<file path="config.mk">
export PLATFORM = sky130hd
export DESIGN_NAME = pci_lat_monitor
export DESIGN_NICKNAME = d
export VERILOG_FILES = /design/src/rtl/pci_lat_pkg.sv /design/src/rtl/pci_lat_tracker.sv /design/src/rtl/pci_lat_timer.sv /design/src/rtl/pci_lat_regs.sv /design/src/rtl/pci_lat_monitor.sv
export SDC_FILE = /design/constraint.sdc
export NUM_CORES = 1
export LEC_CHECK = 0
export BUFFER_PORTS_ARGS = -buffer_cell sky130_fd_sc_hd__clkbuf_2
export CAP_MARGIN = 20
export CORE_ASPECT_RATIO = 0.6
export CORE_MARGIN = 8
export CORE_UTILIZATION = 45
export CTS_BUF_LIST = sky130_fd_sc_hd__clkbuf_16
export DETAILED_ROUTE_END_ITERATION = 10
export PLACE_DENSITY = 0.87
export REMOVE_ABC_BUFFERS = 1
export SYNTH_ARGS = -nofsm -noshare
export SYNTH_HDL_FRONTEND = slang
export SYNTH_SLANG_ARGS = --single-unit
</file>
<file path="constraint.sdc">
create_clock -name clk -period 2 [get_ports clk]
set_input_delay 0.2 -clock clk [delete_from_list [all_inputs] [get_ports clk]]
set_output_delay 0.2 -clock clk [all_outputs]
set_load 0.01 [all_outputs]
</file>
<file path="src/rtl/pci_lat_pkg.sv">
package pci_lat_pkg;

    // Flag positions shared by the status and mask registers
    localparam int TGT_FLAG_BIT = 12;
    localparam int MST_FLAG_BIT = 11;

    // Register addresses
    localparam int REG_STATUS_ADDR = 0;
    localparam int REG_MASK_ADDR   = 1;

    // Bus signals after conversion to active-high
    typedef struct packed {
        logic frame;
        logic irdy;
        logic trdy;
        logic stop;
    } bus_smp_t;

    // One bit per breach kind
    typedef struct packed {
        logic tgt;
        logic mst;
    } lat_flags_t;

    typedef enum logic {
        TX_IDLE = 1'b0,
        TX_BUSY = 1'b1
    } tx_state_t;

    function automatic bus_smp_t decode_bus(input logic frame_n, input logic irdy_n,
                                            input logic trdy_n, input logic stop_n);
        bus_smp_t s;
        s.frame = ~frame_n;
        s.irdy  = ~irdy_n;
        s.trdy  = ~trdy_n;
        s.stop  = ~stop_n;
        return s;
    endfunction

    function automatic logic tgt_answer(input bus_smp_t s);
        return s.trdy | s.stop;
    endfunction

    function automatic logic phase_complete(input bus_smp_t s);
        return s.irdy & tgt_answer(s);
    endfunction

    function automatic int max2(input int a, input int b);
        return (a > b) ? a : b;
    endfunction

endpackage

</file>
<file path="src/rtl/pci_lat_tracker.sv">
module pci_lat_tracker
    import pci_lat_pkg::*;
(
    input  logic     clk,
    input  logic     rst,
    input  bus_smp_t smp,
    output logic     txn_start,
    output logic     phase_done,
    output logic     live,
    output logic     first_phase,
    output logic     in_txn
);

    tx_state_t st_q;
    logic      frame_q;
    logic      first_q;
    logic      done_any_q;
    logic      txn_end;

    // Start on the first clock where FRAME# is seen asserted after being idle
    assign txn_start  = (st_q == TX_IDLE) && smp.frame && !frame_q;
    assign phase_done = (st_q == TX_BUSY) && phase_complete(smp);
    assign txn_end    = (st_q == TX_BUSY) && !smp.frame && !smp.irdy && done_any_q;
    assign live       = (st_q == TX_BUSY) && !txn_end;
    assign first_phase = first_q;
    assign in_txn     = (st_q == TX_BUSY);

    always_ff @(posedge clk) begin
        if (rst) begin
            st_q       <= TX_IDLE;
            frame_q    <= 1'b0;
            first_q    <= 1'b0;
            done_any_q <= 1'b0;
        end else begin
            frame_q <= smp.frame;
            case (st_q)
                TX_IDLE: begin
                    if (txn_start) begin
                        st_q       <= TX_BUSY;
                        first_q    <= 1'b1;
                        done_any_q <= 1'b0;
                    end
                end
                TX_BUSY: begin
                    if (txn_end) begin
                        st_q <= TX_IDLE;
                    end else if (phase_done) begin
                        first_q    <= 1'b0;
                        done_any_q <= 1'b1;
                    end
                end
                default: st_q <= TX_IDLE;
            endcase
        end
    end

endmodule

</file>
<file path="src/rtl/pci_lat_timer.sv">
module pci_lat_timer
    import pci_lat_pkg::*;
#(
    parameter int FIRST_LIM = 16,
    parameter int NEXT_LIM  = 8
) (
    input  logic clk,
    input  logic rst,
    input  logic restart,
    input  logic live,
    input  logic first_phase,
    input  logic resp,
    output logic breach
);

    // Saturation point lies one past the larger limit, so a limit is matched once
    localparam int CNT_MAX = max2(FIRST_LIM, NEXT_LIM) + 1;
    localparam int CNT_W   = $clog2(CNT_MAX + 1);

    logic [CNT_W-1:0] cnt_q;
    logic [CNT_W-1:0] limit;
    logic             ok_q;

    always_comb limit = first_phase ? CNT_W'(FIRST_LIM) : CNT_W'(NEXT_LIM);

    always_ff @(posedge clk) begin
        if (rst) begin
            cnt_q <= '0;
            ok_q  <= 1'b0;
        end else if (restart) begin
            cnt_q <= CNT_W'(1);
            ok_q  <= 1'b0;
        end else if (live) begin
            if (resp) begin
                ok_q <= 1'b1;
            end
            if (cnt_q != CNT_W'(CNT_MAX)) begin
                cnt_q <= cnt_q + CNT_W'(1);
            end
        end else begin
            cnt_q <= '0;
            ok_q  <= 1'b0;
        end
    end

    // Deadline clock reached with no answer yet: breach on this sample
    assign breach = live && !ok_q && !resp && (cnt_q == limit);

endmodule

</file>
<file path="src/rtl/pci_lat_regs.sv">
module pci_lat_regs
    import pci_lat_pkg::*;
#(
    parameter int ADDR_W = 2,
    parameter int DATA_W = 16
) (
    input  logic              clk,
    input  logic              rst,
    input  lat_flags_t        hit,
    input  logic              reg_wr,
    input  logic [ADDR_W-1:0] reg_addr,
    input  logic [DATA_W-1:0] reg_wdata,
    output logic [DATA_W-1:0] reg_rdata,
    output lat_flags_t        sts,
    output lat_flags_t        msk,
    output logic              irq
);

    localparam logic [DATA_W-1:0] TGT_SEL = DATA_W'(1) << TGT_FLAG_BIT;
    localparam logic [DATA_W-1:0] MST_SEL = DATA_W'(1) << MST_FLAG_BIT;

    lat_flags_t sts_q;
    lat_flags_t msk_q;
    lat_flags_t wbits;
    logic       wr_sts;
    logic       wr_msk;

    assign wr_sts    = reg_wr && (reg_addr == ADDR_W'(REG_STATUS_ADDR));
    assign wr_msk    = reg_wr && (reg_addr == ADDR_W'(REG_MASK_ADDR));
    assign wbits.tgt = |(reg_wdata & TGT_SEL);
    assign wbits.mst = |(reg_wdata & MST_SEL);

    always_ff @(posedge clk) begin
        if (rst) begin
            sts_q <= '0;
            msk_q <= '{tgt: 1'b1, mst: 1'b1};
        end else begin
            // New events are ORed in after the clear, so they win
            if (wr_sts) begin
                sts_q <= lat_flags_t'((sts_q & ~wbits) | hit);
            end else begin
                sts_q <= lat_flags_t'(sts_q | hit);
            end
            if (wr_msk) begin
                msk_q <= wbits;
            end
        end
    end

    function automatic logic [DATA_W-1:0] place(input lat_flags_t f);
        logic [DATA_W-1:0] v;
        v = '0;
        v[TGT_FLAG_BIT] = f.tgt;
        v[MST_FLAG_BIT] = f.mst;
        return v;
    endfunction

    always_comb begin
        reg_rdata = '0;
        if (reg_addr == ADDR_W'(REG_STATUS_ADDR)) begin
            reg_rdata = place(sts_q);
        end else if (reg_addr == ADDR_W'(REG_MASK_ADDR)) begin
            reg_rdata = place(msk_q);
        end
    end

    assign sts = sts_q;
    assign msk = msk_q;
    assign irq = |(sts_q & ~msk_q);

endmodule

</file>
<file path="src/rtl/pci_lat_monitor.sv">
module pci_lat_monitor
    import pci_lat_pkg::*;
#(
    parameter int TGT_INIT_LIM = 16,
    parameter int TGT_NEXT_LIM = 8,
    parameter int MST_LIM      = 8,
    parameter int ADDR_W       = 2,
    parameter int DATA_W       = 16
) (
    input  logic              clk,
    input  logic              rst,
    input  logic              frame_n,
    input  logic              irdy_n,
    input  logic              trdy_n,
    input  logic              stop_n,
    input  logic              reg_wr,
    input  logic [ADDR_W-1:0] reg_addr,
    input  logic [DATA_W-1:0] reg_wdata,
    output logic [DATA_W-1:0] reg_rdata,
    output logic              irq
);

    localparam int NUM_KINDS = 2;  // index 0 target, index 1 master
    localparam int FIRST_LIMS [NUM_KINDS] = '{TGT_INIT_LIM, MST_LIM};
    localparam int NEXT_LIMS  [NUM_KINDS] = '{TGT_NEXT_LIM, MST_LIM};

    bus_smp_t   smp;
    logic       txn_start;
    logic       phase_done;
    logic       live;
    logic       first_phase;
    logic       in_txn;
    logic       restart;
    logic [NUM_KINDS-1:0] resp;
    logic [NUM_KINDS-1:0] breach;
    logic       tgt_breach;
    logic       mst_breach;
    lat_flags_t hit;
    lat_flags_t sts;
    lat_flags_t msk;

    assign smp     = decode_bus(frame_n, irdy_n, trdy_n, stop_n);
    assign restart = txn_start | phase_done;
    assign resp[0] = tgt_answer(smp);
    assign resp[1] = smp.irdy;

    pci_lat_tracker u_trk (
        .clk         (clk),
        .rst         (rst),
        .smp         (smp),
        .txn_start   (txn_start),
        .phase_done  (phase_done),
        .live        (live),
        .first_phase (first_phase),
        .in_txn      (in_txn)
    );

    for (genvar g = 0; g < NUM_KINDS; g++) begin : g_tmr
        pci_lat_timer #(
            .FIRST_LIM (FIRST_LIMS[g]),
            .NEXT_LIM  (NEXT_LIMS[g])
        ) u_tmr (
            .clk         (clk),
            .rst         (rst),
            .restart     (restart),
            .live        (live),
            .first_phase (first_phase),
            .resp        (resp[g]),
            .breach      (breach[g])
        );
    end

    assign tgt_breach = breach[0];
    assign mst_breach = breach[1];
    assign hit.tgt    = tgt_breach;
    assign hit.mst    = mst_breach;

    pci_lat_regs #(
        .ADDR_W (ADDR_W),
        .DATA_W (DATA_W)
    ) u_regs (
        .clk       (clk),
        .rst       (rst),
        .hit       (hit),
        .reg_wr    (reg_wr),
        .reg_addr  (reg_addr),
        .reg_wdata (reg_wdata),
        .reg_rdata (reg_rdata),
        .sts       (sts),
        .msk       (msk),
        .irq       (irq)
    );

endmodule

</file>
Word-level counts from Yosys, hierarchy flattened
Cells that the tools add are included.
Widths: inputs -> output; s select.

cells by class
  add/subtract/negate cells = 2
  multiply operators = 0
  div/mod/pow operators = 0
  $lt $le $gt $ge = 0
  equal/unequal tests = 10
  shift operators = 0
  multiplexer cells = 21
  bitwise logic cells = 15
  reduce and logical (&&, ||, !) cells = 24

operator list
  cell                 count
  $mux 16              1
  $logic_and 1x1->1    15
  $mux 1               14
  $mux 13              1
  $ne 2x2->1 const B   3
  $not 1->1            6
  $pmux 1 s2           3
  $add 5x1->5 const B  1
  $eq 5x5->1           1
  $logic_not 1->1      5
  $mux 5               1
  $ne 5x5->1 const B   1
  $add 4x1->4 const B  1
  $and 2x2->2          2
  $eq 4x4->1 const B   1
  $ne 4x4->1 const B   1
  $not 2->2            2
  $or 2x2->2           2
  $ne 3x1->1 const B   1
  $ne 3x2->1 const B   1
  $reduce_and 3->1     1
  $reduce_or 3->1      1
  $eq 2x1->1 const B   1
  $logic_not 2->1      1
  other kinds (4)      5

storage, ports and cells
  register bits after elaboration = 19
  latch bits = 0
  memory bits (writable) = 0
  bits in read-only memories = 0
  bits of input ports = 25
  output and inout port bits = 17
  logic and storage cells = 86
  memories kept = 0

Logic depth before layout (Yosys ltp)
  word-level depth = 10
  mapped depth = 5
  depth with buffers taken out = 5

Hierarchy
From an unflattened synthesis, not the netlist that was laid out.

unflattened totals
  cell total of the unflattened synthesis = 128
  area total of the unflattened synthesis = 1,096.1 um^2

modules (own cells, without submodules)
  module                          instances  cells an instance  area an instance (um^2)  sequential area each (um^2)
  pci_lat_timer (g_tmr[0].u_tmr)  1          36                 320.3                    120.1
  pci_lat_regs                    1          40                 312.8                    80.1
  pci_lat_timer (g_tmr[1].u_tmr)  1          29                 264.0                    100.1
  pci_lat_tracker                 1          17                 173.9                    80.1
  pci_lat_monitor                 1          6                  25.0                     0.0

Worst setup path after synthesis
No wires, ideal clock.

  path type = register to register
  start = register g_tmr[0].u_tmr.cnt_q[0]
  end = register u_regs.sts_q (netlist bit u_regs.sts[1])
  arrival = 1.163 ns
  setup slack = 0.752 ns
  stages on the path, launching flop included = 5
  path buffers = 0
  period minus slack after synthesis = 1.248 ns
  cells stage by stage = dfxtp_1 -> inv_1 -> ha_1 -> or4b_4 -> o31ai_2

between the ends
  longest elaborated chain between the ends = 4
  elaborated cells between the ends (all ways) = 5
  classes of those cells = eq/ne: 1; mux: 1; bitwise: 2; reduce/logical: 1

RTL lines
  item                           line                                    text
  start, declared                pci_lat_timer.sv:20                     logic [CNT_W-1:0] cnt_q;
  start signal, assigned         pci_lat_timer.sv:38                     cnt_q <= cnt_q + CNT_W'(1);
  $eq 5x5->1 (*)                 pci_lat_timer.sv:47                     assign breach = live && !ok_q && !resp && (cnt_q == limit);
  $logic_and 1x1->1 (*)          pci_lat_timer.sv:47
  $or 2x2->2 (on tied branches)  pci_lat_regs.sv:42, pci_lat_regs.sv:40
  $mux 2 (*)                     pci_lat_regs.sv:39                      if (wr_sts) begin
  end signal, assigned           pci_lat_regs.sv:40                      sts_q <= lat_flags_t'((sts_q & ~wbits) | hit);
  end signal, assigned           pci_lat_regs.sv:42                      sts_q <= lat_flags_t'(sts_q | hit);
  end, declared                  pci_lat_regs.sv:22                      lat_flags_t sts_q;

Every way passes the cells marked *; elsewhere a longest branch is shown, timed or not.
A chain may end at the register's enable or synchronous reset.

Worst setup path after layout
Same ends and word-level chain as after synthesis.

==> results.tsv <==
stage	metric	value	unit
synthesis	async_flop_share	0	%
placed_design	post_dp_cell_area	1070	um^2
synthesis	ys_seq_area_share	36.9	%
clock_tree	clock_path_buffers	2	
worst_setup_path	crit_family	simple AND/OR/NAND/NOR gates	
clock_tree	root_buffer	clkbuf_16	
clock_tree	clock_sinks	19	
power	ir_worst_vdd	0.503	mV
power	seq_power_share	45.1	%
min_path	min_path_cells	2	
worst_setup_path	end_kind	flip-flop	
floorplanning	die_h	53.1	um
synthesis	synth_area	1030	um^2
layout	fin_area	1150	um^2
worst_setup_path	rr_worst_depth	4	
synthesis	synth_cell_types	30	
clock_tree	tritoncts	built	
sta	fin_crit	1.40	ns
detailed_routing	wirelength	2040	um
layout	mostFrequentLayoutCell	dfxtp_1	
worst_setup_path	r2r-end	u_regs.sts[1]$_SDFF_PP0_	
worst_setup_path	worstPathRequired	2.15	ns
detailed_routing	firstDrtPassIters	4	
detailed_routing	wl_per_cell	13.1	um
placed_design	place.detailed.hpwl	1570	um
global_routing	grt_overflow	0	
layout	layout_common_cells	dfxtp_1 (19), nor2_1 (15), conb_1 (14), clkbuf_2 (13), inv_1 (9)	
layout	diodes	0	
floorplanning	initial_core_util	47.6	%
worst_setup_path	rr_startpoint	g_tmr[0].u_tmr.cnt_q[0]$_SDFFE_PP0P_	
clock_tree	clock_latency	0.25	ns
power	p_leak	0.509	nW
outcome	status	completed	
clock_tree	cts_hold_buf	0	
synthesis	ys_ff_latch	19	
floorplanning	coreArea	2160	um^2
worst_setup_path	cp_cell_sequence	inv_1, ha_1, or4b_4, o31ai_2	
sta	finalHoldViolations	0	
sta	setup-tns-final	0	ns
synthesis	synth_flop_cell	dfxtp_1	
floorplanning	ios	42	
min_path	hold_class	in -> reg	
synthesis	synth-compound-area-share	8.26	%
worst_setup_path	crit_buf_inv	1	
global_routing	antenna_found_initial	0	
worst_setup_path	ff2ff_setup_slack	0.60	ns
detailed_routing	ant_nets	0	
synthesis	synth-simple-area-share	21.5	%
synthesis	synth_edf_count	0	
clock_tree	path_clk_slew	0.05	ns
clock_tree	htree_levels	1	
synthesis	synthXorXnorAreaFrac	5.95	%
floorplanning	die-area	4130	um^2
clock_tree	cts_setup_buffers	0	
worst_setup_path	cpPeakStageDelay	0.45	ns
power	power.share.clock	44.4	%
detailed_routing	via_per_inst	4.83	
min_path	min_from	frame_n	
detailed_routing	drt-initial-drc-count	27	
power	p_comb_share	10.4	%
power	p_per_area	786	nW/um^2
placed_design	port_buffers	13	
synthesis	synth-adder-area-share	7.29	%
detailed_routing	drc	0	
global_routing	grt_pass1_vias	738	
min_path	min_to	u_trk.frame_q$_SDFF_PP0_	
synthesis	syn_area_per_cell	9.19	um^2
clock_tree	cts_buffers	3	
sta	rsz0062_at_grt	no	
power	swShare	22.7	%
global_routing	grt_max_degree	13	
worst_setup_path	critPathSlowestCell	or4b_4	
clock_tree	postCtsResizedCells	0	
worst_setup_path	crit_path_start_kind	flip-flop	
synthesis	synth_top_family_by_area	simple AND/OR/NAND/NOR gates	
sta	skew	0.00209	ns
worst_setup_path	arrival	1.55	ns
worst_setup_path	cp_max_fo	4	
worst_setup_path	criticalPathCategory	reg -> reg	
placed_design	gp_congestion	0.864	
sta	setup_viol_count_final	0	
layout	area_growth	11.4	%
sta	period_share	69.8	%
synthesis	synthCells	112	
detailed_routing	num_vias	754	
floorplanning	rows	13	
global_routing	grt_first_pass_wirelength	3270	um
power	p_sw	0.205	mW
sta	finalMaxSlewViolations	0	
synthesis	ys_warn_count	0	
floorplanning	die_x	77.8	um
layout	drive_gt1_share	15.9	%
placed_design	post-place-ws	0.638	ns
job	maxCapViolations	0	
synthesis	synthMuxAreaShare	5.83	%
sta	fmax	0.716	GHz
layout	fin_nets	158	
sta	layout_setup_ws	0.604	ns
power	intPower	0.698	mW
global_routing	gr-usage-all-layers	10.0	%
routing by layer:
metal / track usage [%] / vias up / routed length, um
met2: 17.2 / 15 / 985
met4: 1.86 / 0 / 14
met5: 0 / - / 0
met1: 11.0 / 356 / 892
li1: - / 381 / -
met3: 5.41 / 2 / 150
cell usage after synthesis (2+ instances only):
master	instances	area, um^2
dfxtp_1	19	380
nor2_1	15	56.3
buf_4	14	105
inv_1	8	30.0
ha_1	6	75.1
mux2i_1	6	60.1
a21oi_1	4	20.0
nand3_1	4	20.0
xor2_1	4	35.0
nand3b_1	3	22.5
o22ai_1	3	18.8
xnor2_1	3	26.3
a211oi_1	2	15.0
clkbuf_1	2	7.51
nand2_1	2	7.51
nand2b_1	2	12.5
nor4bb_1	2	20.0
power groups by stage:
| stage | clock network [mW] | logic (mW) | registers (mW) |
|---|---|---|---|
| after floorplan | 0 | 0.0621 | 0.411 |
| after global placement | 0 | 0.0872 | 0.414 |
| after detailed placement | 0 | 0.0909 | 0.415 |
| after CTS | 0.409 | 0.0931 | 0.407 |
| after global routing | 0.428 | 0.108 | 0.409 |
| final | 0.401 | 0.0941 | 0.407 |
cell type report:
cell class / count / area, um^2
flip-flops and latches: 19 / 380
fillers: 218 / 1020
clock buffers: 3 / 75.1
well taps: 30 / 37.5
repair buffers: 13 / 65.1
clock inverters: 1 / 3.75
inverters: 8 / 30.0
multi-input cells: 82 / 556
flip-flops by register name (all words and copies together), names as in the netlist:
name / flops
g_tmr.u_tmr.cnt_q: 9
g_tmr.u_tmr.ok_q: 2
u_regs.msk: 2
u_regs.sts: 2
u_trk.done_any_q: 1
u_trk.first_phase: 1
u_trk.frame_q: 1
u_trk.in_txn: 1
through the flow:
stage / total power [mW] / util (%) / instances / hold WS, ns
floorplan: 0.474 / - / 109 / 0.267
global route: 0.945 / 53.0 / 156 / 0.204
global placement: 0.501 / 49.4 / 152 / 0.426
CTS: 0.910 / 53.0 / 156 / 0.185
finish: 0.902 / 53.0 / 156 / 0.187
detailed placement: 0.505 / 49.4 / 152 / 0.444
cells by family (layout without fill, tap and decap cells):
group           Yosys count  in the layout
buf+inv                  24             25
fa+ha+maj                 6              6
flops                    19             19
other cells               1             14
compound gates           12             12
simple gates             37             37
mux                       6              6
xor+xnor                  7              7
worst max path at each step:
stage / from / end / depth (start not counted)
detailed placement: g_tmr[0].u_tmr.cnt_q[0]$_SDFFE_PP0P_ / u_regs.sts[1]$_SDFF_PP0_ / 4
global route: g_tmr[0].u_tmr.cnt_q[0]$_SDFFE_PP0P_ / u_regs.sts[1]$_SDFF_PP0_ / 4
global placement: g_tmr[0].u_tmr.cnt_q[0]$_SDFFE_PP0P_ / u_regs.sts[1]$_SDFF_PP0_ / 4
finish: g_tmr[0].u_tmr.cnt_q[0]$_SDFFE_PP0P_ / u_regs.sts[1]$_SDFF_PP0_ / 4
CTS: g_tmr[0].u_tmr.cnt_q[0]$_SDFFE_PP0P_ / u_regs.sts[1]$_SDFF_PP0_ / 4
floorplan: g_tmr[0].u_tmr.cnt_q[0]$_SDFFE_PP0P_ / u_regs.sts[1]$_SDFF_PP0_ / 4
No activity file was read; power rests on OpenSTA's default activity.
